[src/rtl/ldcmp_pkg.sv]
package ldcmp_pkg;
  typedef enum logic [1:0] {
    ST_REST  = 2'd0,
    ST_WRITE = 2'd1,
    ST_HOLD  = 2'd2,
    ST_CMP   = 2'd3
  } st_e;

  localparam int unsigned ENC_BIN    = 0;
  localparam int unsigned ENC_GRAY   = 1;
  localparam int unsigned ENC_ONEHOT = 2;

  function automatic int unsigned st_width(int unsigned enc);
    return (enc == ENC_ONEHOT) ? 4 : 2;
  endfunction

  function automatic logic [3:0] st_code(int unsigned enc, st_e s);
    logic [1:0] b;
    b = s;
    case (enc)
      ENC_GRAY:   return {2'b00, b ^ (b >> 1)};
      ENC_ONEHOT: return 4'b0001 << b;
      default:    return {2'b00, b};
    endcase
  endfunction
endpackage

[src/rtl/ldcmp_fsm.sv]
module ldcmp_fsm
  import ldcmp_pkg::*;
#(
  parameter int unsigned ENC = ENC_BIN,
  localparam int unsigned SW = st_width(ENC)
) (
  input  logic          clk_i,
  input  logic          rst_ni,
  input  logic          valid_i,
  output logic [SW-1:0] state_o,
  output logic          ld_o,
  output logic          cmp_o
);
  logic [SW-1:0] state_q, state_d;
  st_e           cur, nxt;

  // decode; unmatched codes read as rest
  always_comb begin
    cur = ST_REST;
    for (int i = 0; i < 4; i++) begin
      if (state_q == st_code(ENC, st_e'(i))[SW-1:0]) cur = st_e'(i);
    end
  end

  always_comb begin
    case (cur)
      ST_REST:  nxt = valid_i ? ST_WRITE : ST_REST;
      ST_WRITE: nxt = ST_HOLD;
      ST_HOLD:  nxt = ST_CMP;
      default:  nxt = ST_REST;
    endcase
    state_d = st_code(ENC, nxt)[SW-1:0];
  end

  always_ff @(posedge clk_i or negedge rst_ni) begin
    if (!rst_ni) state_q <= st_code(ENC, ST_REST)[SW-1:0];
    else         state_q <= state_d;
  end

  assign ld_o    = (cur == ST_WRITE);
  assign cmp_o   = (cur == ST_CMP);
  assign state_o = state_q;
endmodule

[src/rtl/ldcmp_reg.sv]
module ldcmp_reg #(
  parameter int unsigned W = 8
) (
  input  logic         clk_i,
  input  logic         rst_ni,
  input  logic         we_i,
  input  logic [W-1:0] d_i,
  output logic [W-1:0] q_o
);
  always_ff @(posedge clk_i or negedge rst_ni) begin
    if (!rst_ni)   q_o <= '0;
    else if (we_i) q_o <= d_i;
  end
endmodule

[src/rtl/ldcmp_cmp.sv]
module ldcmp_cmp #(
  parameter int unsigned W = 8
) (
  input  logic [W-1:0] a_i,
  input  logic [W-1:0] b_i,
  input  logic         en_i,
  output logic         eq_o,
  output logic         gt_o,
  output logic         lt_o
);
  assign eq_o = en_i && (a_i == b_i);
  assign gt_o = en_i && (a_i >  b_i);
  assign lt_o = en_i && (a_i <  b_i);
endmodule

[src/rtl/ldcmp_ctrl.sv]
module ldcmp_ctrl
  import ldcmp_pkg::*;
#(
  parameter int unsigned W   = 8,
  parameter int unsigned ENC = ENC_BIN
) (
  input  logic         clk_i,
  input  logic         rst_ni,
  input  logic         valid_i,
  input  logic [W-1:0] a_i,
  input  logic [W-1:0] b_i,
  output logic         wr_a_o,
  output logic         wr_b_o,
  output logic [W-1:0] a_o,
  output logic [W-1:0] b_o,
  output logic         eq_o,
  output logic         gt_o,
  output logic         lt_o,
  output logic         done_o
);
  localparam int unsigned SW = st_width(ENC);

  logic [SW-1:0] state_q;
  logic          ld, cmp;

  ldcmp_fsm #(.ENC(ENC)) u_fsm (
    .clk_i, .rst_ni, .valid_i,
    .state_o(state_q), .ld_o(ld), .cmp_o(cmp)
  );

  ldcmp_reg #(.W(W)) u_reg_a (
    .clk_i, .rst_ni, .we_i(ld), .d_i(a_i), .q_o(a_o)
  );

  ldcmp_reg #(.W(W)) u_reg_b (
    .clk_i, .rst_ni, .we_i(ld), .d_i(b_i), .q_o(b_o)
  );

  ldcmp_cmp #(.W(W)) u_cmp (
    .a_i(a_o), .b_i(b_o), .en_i(cmp),
    .eq_o, .gt_o, .lt_o
  );

  assign wr_a_o = ld;
  assign wr_b_o = ld;
  assign done_o = cmp;
endmodule

[config.mk]
export PLATFORM = sky130hd
export DESIGN_NAME = ldcmp_ctrl
export DESIGN_NICKNAME = d
export VERILOG_FILES = /design/src/rtl/ldcmp_pkg.sv /design/src/rtl/ldcmp_fsm.sv /design/src/rtl/ldcmp_reg.sv /design/src/rtl/ldcmp_cmp.sv /design/src/rtl/ldcmp_ctrl.sv
export SDC_FILE = /design/constraint.sdc
export NUM_CORES = 1
export LEC_CHECK = 0
export ABC_AREA = 1
export BUFFER_PORTS_ARGS = -buffer_cell sky130_fd_sc_hd__buf_2
export CAP_MARGIN = 20
export CELL_PAD_IN_SITES_DETAIL_PLACEMENT = 1
export CELL_PAD_IN_SITES_GLOBAL_PLACEMENT = 2
export CORE_UTILIZATION = 27
export DETAILED_ROUTE_END_ITERATION = 8
export PLACE_DENSITY_LB_ADDON = 0.1
export SLEW_MARGIN = 40
export SYNTH_ARGS = -nofsm -noshare
export SYNTH_HDL_FRONTEND = slang
export SYNTH_HIERARCHICAL = 1
export SYNTH_SLANG_ARGS = --single-unit
[constraint.sdc]
create_clock -name clk_i -period 4.4 [get_ports clk_i]
set_clock_uncertainty 0.1 [all_clocks]
set_input_delay 1.1 -clock clk_i [delete_from_list [all_inputs] [get_ports clk_i]]
set_output_delay 1.1 -clock clk_i [all_outputs]
set_load 0.005 [all_outputs]
======== After elaboration in Yosys (flattened, before gate mapping) ========
Cells that the tools add are included.
W data, S select, Z words.
storage, ports and cells
  flip-flop bits (word level) ............. 18
  input port bits ......................... 19
  output and inout port bits .............. 22
  word-level logic and storage cells ...... 21
cells by class
  magnitude comparators ................... 2
  equal/unequal tests ..................... 7
  mux-type cells .......................... 5
  reduce and logical (&&, ||, !) cells .... 4
operators by type and width
  operator              number
  $eq A2 B2 Y1 const B  4
  $eq A8 B8 Y1          1
  $gt A8 B8 Y1          1
  $lt A8 B8 Y1          1
  $pmux W2 S3           1
  $eq A2 B1 Y1 const B  2
  $mux W2               2
  $logic_and A1 B1 Y1   3
  $logic_not A2 Y1      1
  $mux W1               2

======== Logic depth before layout (Yosys ltp) ========
Gate-level depths: netlist of the first run.
  depth after elaboration ................. 6
  depth in mapped cells ................... 10
  gate-level depth less buffers ........... 10

======== By module ========
The synthesis of the first run kept the hierarchy.
modules (own cells, without submodules)
  module      times used  cells an instance  area each (um2)  sequential area each (um2)
  ldcmp_reg   2           34                 305.3            200.2
  ldcmp_cmp   1           42                 246.5            0.0
  ldcmp_fsm   1           10                 115.1            50.0
  ldcmp_ctrl  1           1                  7.5              0.0

======== Worst setup path after synthesis of the first run ========
OpenSTA, ideal clock, no wires.
  path type ............................... register to output
  start point ............................. register u_reg_a.q_o[5]
  end point ............................... output port lt_o
  arrival time ............................ 1.110 ns
  data required time ...................... 3.200 ns
  path slack .............................. 2.090 ns
  stages on the path, launching flop included .. 7
  path buffers ............................ 0
  path through ............................ dfrtp_1 -> ha_1 -> a21oi_2 -> nor2_1 -> nor2_2 -> nand2_1 -> nor2_2
between the ends
  word-level cells in the longest chain between the ends .. 2
RTL lines
  item                    line              source
  start, declared         ldcmp_reg.sv:8    output logic [W-1:0] q_o
  start signal, assigned  ldcmp_reg.sv:12   else if (we_i) q_o <= d_i;
  $lt A8 B8 Y1            ldcmp_cmp.sv:13   assign lt_o = en_i && (a_i < b_i);
  $logic_and A1 B1 Y1     ldcmp_cmp.sv:13
  end, declared           ldcmp_ctrl.sv:18  output logic lt_o,
No other way between the ends.

======== Final worst setup path of the first run ========
  start point ............................. register u_fsm.state_q[1], in the netlist u_fsm/state_o[1]
  end point ............................... output port wr_a_o
between the ends
  word-level cells in the longest chain between the ends .. 5
  elaborated cells on any way between the ends .. 7
  classes of those cells .................. eq/ne (4); mux (3)
RTL lines
  item                    line              source
  start, declared         ldcmp_fsm.sv:14   logic [SW-1:0] state_q, state_d;
  start signal, assigned  ldcmp_fsm.sv:36   if (!rst_ni) state_q <= st_code(ENC, ST_REST)[SW-1:0];
  start signal, assigned  ldcmp_fsm.sv:37   else state_q <= state_d;
  $eq A2 B1 Y1            ldcmp_fsm.sv:21   if (state_q == st_code(ENC, st_e'(i))[SW-1:0]) cur = st_e'(i);
  $mux W1                 ldcmp_fsm.sv:21
  $mux W2                 ldcmp_fsm.sv:21
  $mux W2 (*)             ldcmp_fsm.sv:21
  $eq A2 B1 Y1 (*)        ldcmp_fsm.sv:40   assign ld_o = (cur == ST_WRITE);
  end, declared           ldcmp_ctrl.sv:12  output logic wr_a_o,
Every way passes the cells marked *; elsewhere a longest branch is shown, timed or not.

==> insert_results.sql, run 1 <==
INSERT INTO impl_metrics (metric_group, metric, value, unit) VALUES
('status', 'status', 'finished clean', ''),
('logic_synthesis', 'post_synth_inst_count', '121', ''),
('logic_synthesis', 'synthesis.nets', '151', ''),
('die', 'start_util', '28.68', '%'),
('sta', 'report.final.setup_viol', '0', ''),
('worst_setup_path', 'data_arrival_time_of_the_worst_path', '1.66', 'ns'),
('clock_tree', 'cts-buffers-inserted', '3', ''),
('logic_synthesis', 'synth_seq_cells', '18', ''),
('finish', 'leading_cell_types_in_the_layout_fill_and_taps_excluded', 'nand2_1 (61), buf_2 (40), dfrtp_1 (18), inv_1 (13), ha_1 (11)', ''),
('worst_setup_path', 'crit_path_cell_chain', 'inv_2 -> ha_1 -> buf_2', ''),
('logic_synthesis', 'synth-seq-area-share', '45.98', '%'),
('global_routing', 'first_global_vias', '842', ''),
('sta', 'slew_viol_final', '0', ''),
('logic_synthesis', 'post_synth_instance_area', '979.7', 'µm²'),
('sta', 'number_of_endpoints_with_negative_hold_slack_in_the_final_report', '0', ''),
('sta', 'min_period_over_period', '65.01', '%'),
('logic_synthesis', 'yosysWarningCount', '6', ''),
('drt', 'detail_route.vias_per_cell', '4.188', ''),
('worst_setup_path', 'required_time_worst_endpoint', '3.20', 'ns'),
('power', 'report.power.total', '887.4', 'µW'),
('die', 'design.die.area', '0.003873', 'mm²'),
('job', 'cap_viol_max_count', '0', ''),
('power', 'power_density', '713.5', 'mW/mm²'),
('placement', 'io_buffer_count', '40', ''),
('clock_tree', 'htreeDepth', '1', ''),
('finish', 'design_area_final', '0.001244', 'mm²'),
('worst_setup_path', 'criticalPathCategory', 'reg2out', ''),
('finish', 'final_nets', '193', ''),
('sta', 'max_slew_margin', '51.88', '%'),
('finish', 'number_of_antenna_diodes', '0', ''),
('sta', 'unrepaired_setup_endpoints_after_global_routing', 'no', ''),
('clock_tree', 'cts_repair_resize_count', '0', ''),
('logic_synthesis', 'synth_top_area_share', '45.98', '%'),
('power', 'power_leakage', '0.0007552', 'µW'),
('finish', 'n_fill_cell', '450', ''),
('global_routing', 'globalRoute.totalOverflow', '0', ''),
('logic_synthesis', 'synth_top_area_cell', 'dfrtp_1', ''),
('clock_tree', 'post-cts-setup-buffer-count', '0', ''),
('drt', 'routed_wire_length_per_instance', '10.49', 'µm'),
('clock_tree', 'sink_count_of_the_clock_tree', '18', ''),
('global_routing', 'grt_antenna_before_repair', '0', ''),
('worst_setup_path', 'slowest_delay', '0.62', 'ns'),
('drt', 'drt.antenna.violating_nets', '0', ''),
('sta', 'fmax', '0.3496', 'GHz'),
('placement', 'dp_worst_setup_slack', '1.801', 'ns'),
('worst_setup_path', 'cp_delay_by_family_top', 'adder cells', ''),
('die', 'io_pins', '41', ''),
('worst_setup_path', 'worst-path-buf-inv', '2', ''),
('placement', 'place_area', '0.001207', 'mm²'),
('clock_tree', 'clk_pin_slew', '0.11', 'ns'),
('clock_tree', 'clk_root_buffer_cell', 'clkbuf_4', ''),
('worst_setup_path', 'crit_slowest_cell', 'ha_1', ''),
('clock_tree', 'ctsHoldBuffers', '0', ''),
('finish', 'final_common_cell', 'nand2_1', ''),
('power', 'vdd.ir_drop.worst', '213.5', 'µV'),
('logic_synthesis', 'post_synth.cell_area_avg', '8.097', 'µm²'),
('global_routing', 'overall_fraction_of_global_route_tracks_in_use', '12.30', '%'),
('worst_setup_path', 'critical_path.max_fanout', '20', ''),
('finish', 'area_delta_synth_final', '26.95', '%'),
('die', 'fp.dieH', '62.24', 'µm'),
('worst_setup_path', 'critical_path.startpoint_type', 'flop', ''),
('global_routing', 'pin_count_of_the_biggest_net_entering_global_routing', '21', ''),
('logic_synthesis', 'synthTopCellsByArea', 'dfrtp_1 (46%), nand2_1 (23%), ha_1 (14%), inv_1 (5.0%), buf_6 (2.3%)', ''),
('die', 'floorplan.die.width', '62.24', 'µm'),
('drt', 'drtPass1Iterations', '4', ''),
('sta', 'postLayoutSetupSlackWorst', '1.540', 'ns'),
('drt', 'number_of_vias_in_the_routed_layout', '871', ''),
('clock_tree', 'insertion_delay', '0.29', 'ns'),
('drt', 'post_route_drc', '0', ''),
('logic_synthesis', 'yosysUniqueCellTypes', '14', ''),
('clock_tree', 'cts_tree', 'done', '');
## path summary, 6_finish.rpt
path / end / from / depth (start not counted) / slack [ns]
worst max-delay path: wr_a_o / u_fsm/state_o[1]$_DFF_PN0_ / 3 / 1.54
worst min-delay path: u_reg_a/q_o[0]$_DFFE_PN0P_ / u_reg_a/q_o[0]$_DFFE_PN0P_ / 2 / 0.41
worst max register to register: u_reg_b/q_o[2]$_DFFE_PN0P_ / u_fsm/state_o[1]$_DFF_PN0_ / 5 / 2.69
worst min register to register: u_reg_a/q_o[0]$_DFFE_PN0P_ / u_reg_a/q_o[0]$_DFFE_PN0P_ / 2 / 0.41
max in group asynchronous: u_reg_b/q_o[7]$_DFFE_PN0P_ / rst_ni / 1 / 3.29
min in group asynchronous: u_reg_a/q_o[7]$_DFFE_PN0P_ / rst_ni / 1 / 0.62
## routing by layer
layer / GRT usage [%] / share of wire (%) / vias to the layer above
met3: 2.206 / 5.0 / 0
met1: 16.97 / 49 / 407
li1: - / - / 442
met2: 19.23 / 46 / 22
met5: 0 / 0 / -
met4: 4.360 / 0 / 0
## logic make-up after synthesis
logic type / count (synthesis) / share of synthesized area [%]
AND/OR/NAND/NOR: 69 / 28.10
buffers and inverters: 19 / 9.196
adder cells (fa/ha/maj): 11 / 14.05
flip-flops: 18 / 45.98
AO/OA/AOI/OAI: 4 / 2.682
## metrics by stage
stage / utilization, % / instances
2_1_floorplan: - / 121
3_3_place_gp: 35.35 / 204
3_5_place_dp: 35.35 / 204
4_1_cts: 36.41 / 208
5_1_grt: 36.41 / 208
6_report: 36.41 / 208
## worst register-to-register path, stage by stage, from the launching register on
cell and delay, ns:
dfrtp_1 0.43, inv_2 0.09, ha_1 0.62, inv_2 0.21, nand2_1 0.12, nand2_1 0.05
## synthesized netlist by cell type
master / instances
a21o_1: 1
buf_6: 2
buf_4: 1
inv_1: 13
nand2_2: 1
dfrtp_1: 18
nand3_2: 1
ha_1: 11
a21oi_1: 2
nand2_1: 61
nor2_2: 3
a21oi_2: 1
inv_2: 3
nor2_1: 3
## registers in the layout (all words and copies together) (netlist names)
signal and flops:
u_fsm/state_o 2, u_reg_b/q_o 8, u_reg_a/q_o 8
## layout make-up
type	instances	area [µm²]	share of cell area (%)
Multi-Input combinational cell	84	439.2	35.31
Inverter	16	60.06	4.829
Timing Repair Buffer	40	200.2	16.10
Sequential cell	18	450.4	36.22
Tap cell	46	57.56	4.628
Clock buffer	4	36.28	2.918
## power breakdown
group / internal (µW) / switching (µW)
Clock: 50.3 / 52.3
Combinational: 203 / 266
Sequential: 248 / 67.6
No activity file was read; power rests on OpenSTA's default activity.
==> run 2: changes to the inputs <==
--- a/config.mk
+++ b/config.mk
@@ -5,7 +5,7 @@
 export SDC_FILE = /design/constraint.sdc
 export NUM_CORES = 1
 export LEC_CHECK = 0
-export ABC_AREA = 1
+export ABC_AREA = 0
 export BUFFER_PORTS_ARGS = -buffer_cell sky130_fd_sc_hd__buf_2
 export CAP_MARGIN = 20
 export CELL_PAD_IN_SITES_DETAIL_PLACEMENT = 1
==> constraint.sdc (replaced) <==
create_clock -name clk_i -period 2.4 [get_ports clk_i]
set_clock_uncertainty 0.1 [all_clocks]
set_input_delay 0.6 -clock clk_i [delete_from_list [all_inputs] [get_ports clk_i]]
set_output_delay 0.6 -clock clk_i [all_outputs]
set_load 0.005 [all_outputs]
==> insert_results.sql, run 2 <==
INSERT INTO impl_metrics (metric_group, metric, value, unit) VALUES
('status', 'status', 'finished clean', ''),
('clock_tree', 'htreeDepth', '1', ''),
('logic_synthesis', 'async_reset_ff_share', '100.0', '%'),
('die', 'fp.dieH', '63.27', 'µm'),
('logic_synthesis', 'synth_top_area_cell', 'dfrtp_1', ''),
('drt', 'm1WireLength', '1.066', 'mm'),
('logic_synthesis', 'synthesis.nets', '105', ''),
('drt', 'top_layer', 'met4', ''),
('clock_tree', 'cts.path.max_buffers', '2', ''),
('global_routing', 'grt_antenna_before_repair', '0', ''),
('sta', 'number_of_endpoints_with_negative_hold_slack_in_the_final_report', '0', ''),
('global_routing', 'globalRoute.totalOverflow', '0', ''),
('placement', 'dp_worst_setup_slack', '0.2324', 'ns'),
('finish', 'final_nets', '150', ''),
('logic_synthesis', 'synth_seq_cells', '18', ''),
('worst_setup_path', 'slowest_delay', '0.42', 'ns'),
('drt', 'routed_wire_length_per_instance', '13.55', 'µm'),
('logic_synthesis', 'synth_edf_count', '0', ''),
('placement', 'io_buffer_count', '40', ''),
('logic_synthesis', 'yosysUniqueCellTypes', '19', ''),
('sta', 'report.final.setup_viol', '0', ''),
('drt', 'drtPass1Iterations', '3', ''),
('sta', 'worst-slew-pin-transition', '0.4147', 'ns'),
('finish', 'area_delta_synth_final', '30.74', '%'),
('logic_synthesis', 'synth-seq-area-share', '44.44', '%'),
('logic_synthesis', 'post_synth_inst_count', '75', ''),
('die', 'placement_rows', '21', ''),
('power', 'net_switching_power', '668.4', 'µW'),
('worst_setup_path', 'worst-path-buf-inv', '1', ''),
('logic_synthesis', 'synth.top_cells.by_count', 'dfrtp_1 (18), mux2_4 (16), ha_1 (11), inv_1 (11), a21oi_1 (3)', ''),
('die', 'design.die.area', '0.004002', 'mm²'),
('drt', 'wirelength', '2.222', 'mm'),
('worst_setup_path', 'critical_path.startpoint_type', 'flop', ''),
('logic_synthesis', 'yosysWarningCount', '6', ''),
('placement', 'routabilityCongestion', '0.6643', ''),
('placement', 'final_hpwl_dp', '1.766', 'mm'),
('worst_setup_path', 'reg2reg_setup_slack', '0.91', 'ns'),
('logic_synthesis', 'post_synth.cell_area_avg', '13.51', 'µm²'),
('worst_setup_path', 'crit_path_cell_chain', 'ha_4 -> nor2b_4 -> o211ai_1 -> a21o_1 -> and3_1 -> buf_2', ''),
('drt', 'detail_route.vias_per_cell', '4.311', ''),
('clock_tree', 'insertion_delay', '0.25', 'ns'),
('worst_setup_path', 'critical_path.max_fanout', '3', ''),
('die', 'io_pins', '41', ''),
('logic_synthesis', 'ys.flop_type', 'dfrtp_1', ''),
('finish', 'leading_cell_types_in_the_layout_fill_and_taps_excluded', 'buf_2 (40), dfrtp_1 (18), mux2_4 (16), inv_1 (10), ha_1 (10)', ''),
('sta', 'slew_viol_final', '0', ''),
('logic_synthesis', 'synthTopCellsByArea', 'dfrtp_1 (44%), mux2_4 (24%), ha_1 (14%), inv_1 (4.1%), buf_6 (2.2%)', ''),
('sta', 'fmax', '0.4173', 'GHz'),
('worst_setup_path', 'critical_path.endpoint_type', 'output pin', ''),
('worst_setup_path', 'crit_slowest_cell', 'dfrtp_1', ''),
('worst_setup_path', 'cp_delay_by_family_top', 'flip-flops', ''),
('clock_tree', 'sink_count_of_the_clock_tree', '18', ''),
('finish', 'finish.utilization', '38.20', '%'),
('drt', 'number_of_vias_in_the_routed_layout', '707', ''),
('drt', 'post_route_drc', '0', ''),
('drt', 'number_of_drc_markers_in_iteration_0', '17', ''),
('power', 'power_leakage', '0.0007167', 'µW'),
('global_routing', 'overall_fraction_of_global_route_tracks_in_use', '12.15', '%'),
('die', 'floorplan.die.width', '63.27', 'µm'),
('finish', 'final_common_cell', 'buf_2', ''),
('clock_tree', 'clk_pin_slew', '0.07', 'ns'),
('job', 'cap_viol_max_count', '0', ''),
('finish', 'drive_gt1_share', '57.63', '%'),
('logic_synthesis', 'synth_top_area_share', '44.44', '%'),
('sta', 'min_period_over_period', '99.85', '%'),
('logic_synthesis', 'most_used_standard_cell_by_instance_count_after_synthesis', 'dfrtp_1', ''),
('clock_tree', 'cts-buffers-inserted', '3', ''),
('global_routing', 'first_global_vias', '758', ''),
('global_routing', 'pin_count_of_the_biggest_net_entering_global_routing', '19', ''),
('worst_setup_path', 'criticalPathCategory', 'reg2out', ''),
('sta', 'unrepaired_setup_endpoints_after_global_routing', 'yes', ''),
('drt', 'wl_met2', '978', 'µm'),
('die', 'start_util', '29.22', '%'),
('power', 'comb_power_share', '56.7', '%'),
('power', 'p_clk_share', '11.2', '%'),
('power', 'p_int', '1201', 'µW'),
('clock_tree', 'clk_root_buffer_cell', 'clkbuf_8', ''),
('sta', 'postLayoutSetupSlackWorst', '0.003683', 'ns'),
('power', 'swShare', '35.76', '%'),
('clock_tree', 'cts_tree', 'done', ''),
('worst_hold_path', 'timing.hold.worst.class', 'in2async', ''),
('logic_synthesis', 'post_synth_instance_area', '0.001013', 'mm²'),
('power', 'share_seq_of_total_power', '32.2', '%'),
('drt', 'drt.antenna.violating_nets', '0', ''),
('worst_setup_path', 'required_time_worst_endpoint', '1.70', 'ns'),
('worst_setup_path', 'data_arrival_time_of_the_worst_path', '1.70', 'ns'),
('finish', 'number_of_antenna_diodes', '0', ''),
('power', 'power_density', '1411', 'mW/mm²'),
('drt', 'sum_of_met3_wire_segment_lengths_after_detailed_routing', '155', 'µm'),
('global_routing', 'first_pass_grt_wire_length', '3.698', 'mm'),
('sta', 'final_period_minus_worst_setup_slack', '2.396', 'ns'),
('power', 'vdd.ir_drop.worst', '437.2', 'µV'),
('sta', 'max_slew_margin', '72.35', '%'),
('die', 'core_region_area', '0.003468', 'mm²');
[run 2: power groups by stage]
stage,Sequential (µW),Combinational (µW),Clock [µW]
after detailed placement,609,1020,0
after CTS,605,1020,226
final,601,1060,209
after global routing,634,1180,236
after floorplan,595,702,0
after global placement,595,994,0
[run 2: layout make-up]
type | count | area, µm²
timing repair buffer | 43 | 222.7
clock buffer | 3 | 41.29
tap | 46 | 57.56
sequential | 18 | 450.4
fill | 407 | 2143
inverter | 11 | 41.29
multi-input combinational | 43 | 511.7
[run 2: cells by family after synthesis]
group | share of synthesized area (%)
mux | 23.70
buf+inv | 7.037
fa+ha+maj | 13.58
simple gates | 5.678
compound gates | 5.555
flops | 44.44
[run 2: through the flow]
step | setup TNS, ns | std cells | hold slack [ns] | area [µm²] | power (µW)
floorplan | 0 | 75 | 0.2044 | 1013 | 1297
global placement | 0 | 160 | 0.4150 | 1256 | 1590
detailed placement | 0 | 160 | 0.4130 | 1256 | 1628
CTS | -0.06105 | 163 | 0.1901 | 1297 | 1854
global route | -0.1626 | 164 | 0.1993 | 1325 | 2050
finish | 0 | 164 | 0.1745 | 1325 | 1869
[run 2: layer usage]
layer,track usage [%],vias to the layer above
li1,-,345
met1,16.54,338
met2,17.47,22
met3,3.986,2
met4,5.114,0
met5,0,-
[run 2: path summary, 6_finish.rpt]
kind / startpoint / end / cells after the start
max: u_reg_a/q_o[1]$_DFFE_PN0P_ / lt_o / 6
min: rst_ni / u_reg_a/q_o[0]$_DFFE_PN0P_ / 1
max reg2reg: u_fsm/state_o[1]$_DFF_PN0_ / u_reg_a/q_o[5]$_DFFE_PN0P_ / 4
min reg2reg: u_fsm/state_o[0]$_DFF_PN0_ / u_fsm/state_o[0]$_DFF_PN0_ / 1
max in group asynchronous: rst_ni / u_reg_b/q_o[2]$_DFFE_PN0P_ / 1
min in group clk_i: u_fsm/state_o[0]$_DFF_PN0_ / u_fsm/state_o[0]$_DFF_PN0_ / 1
[run 2: repair_timing]
item,CTS,global route
endpoints found under the hold margin,0,0
pin swaps,0,3
buffers inserted,0,1
hold buffers,0,0
setup endpoints to repair,2,2
resized for setup,0,3
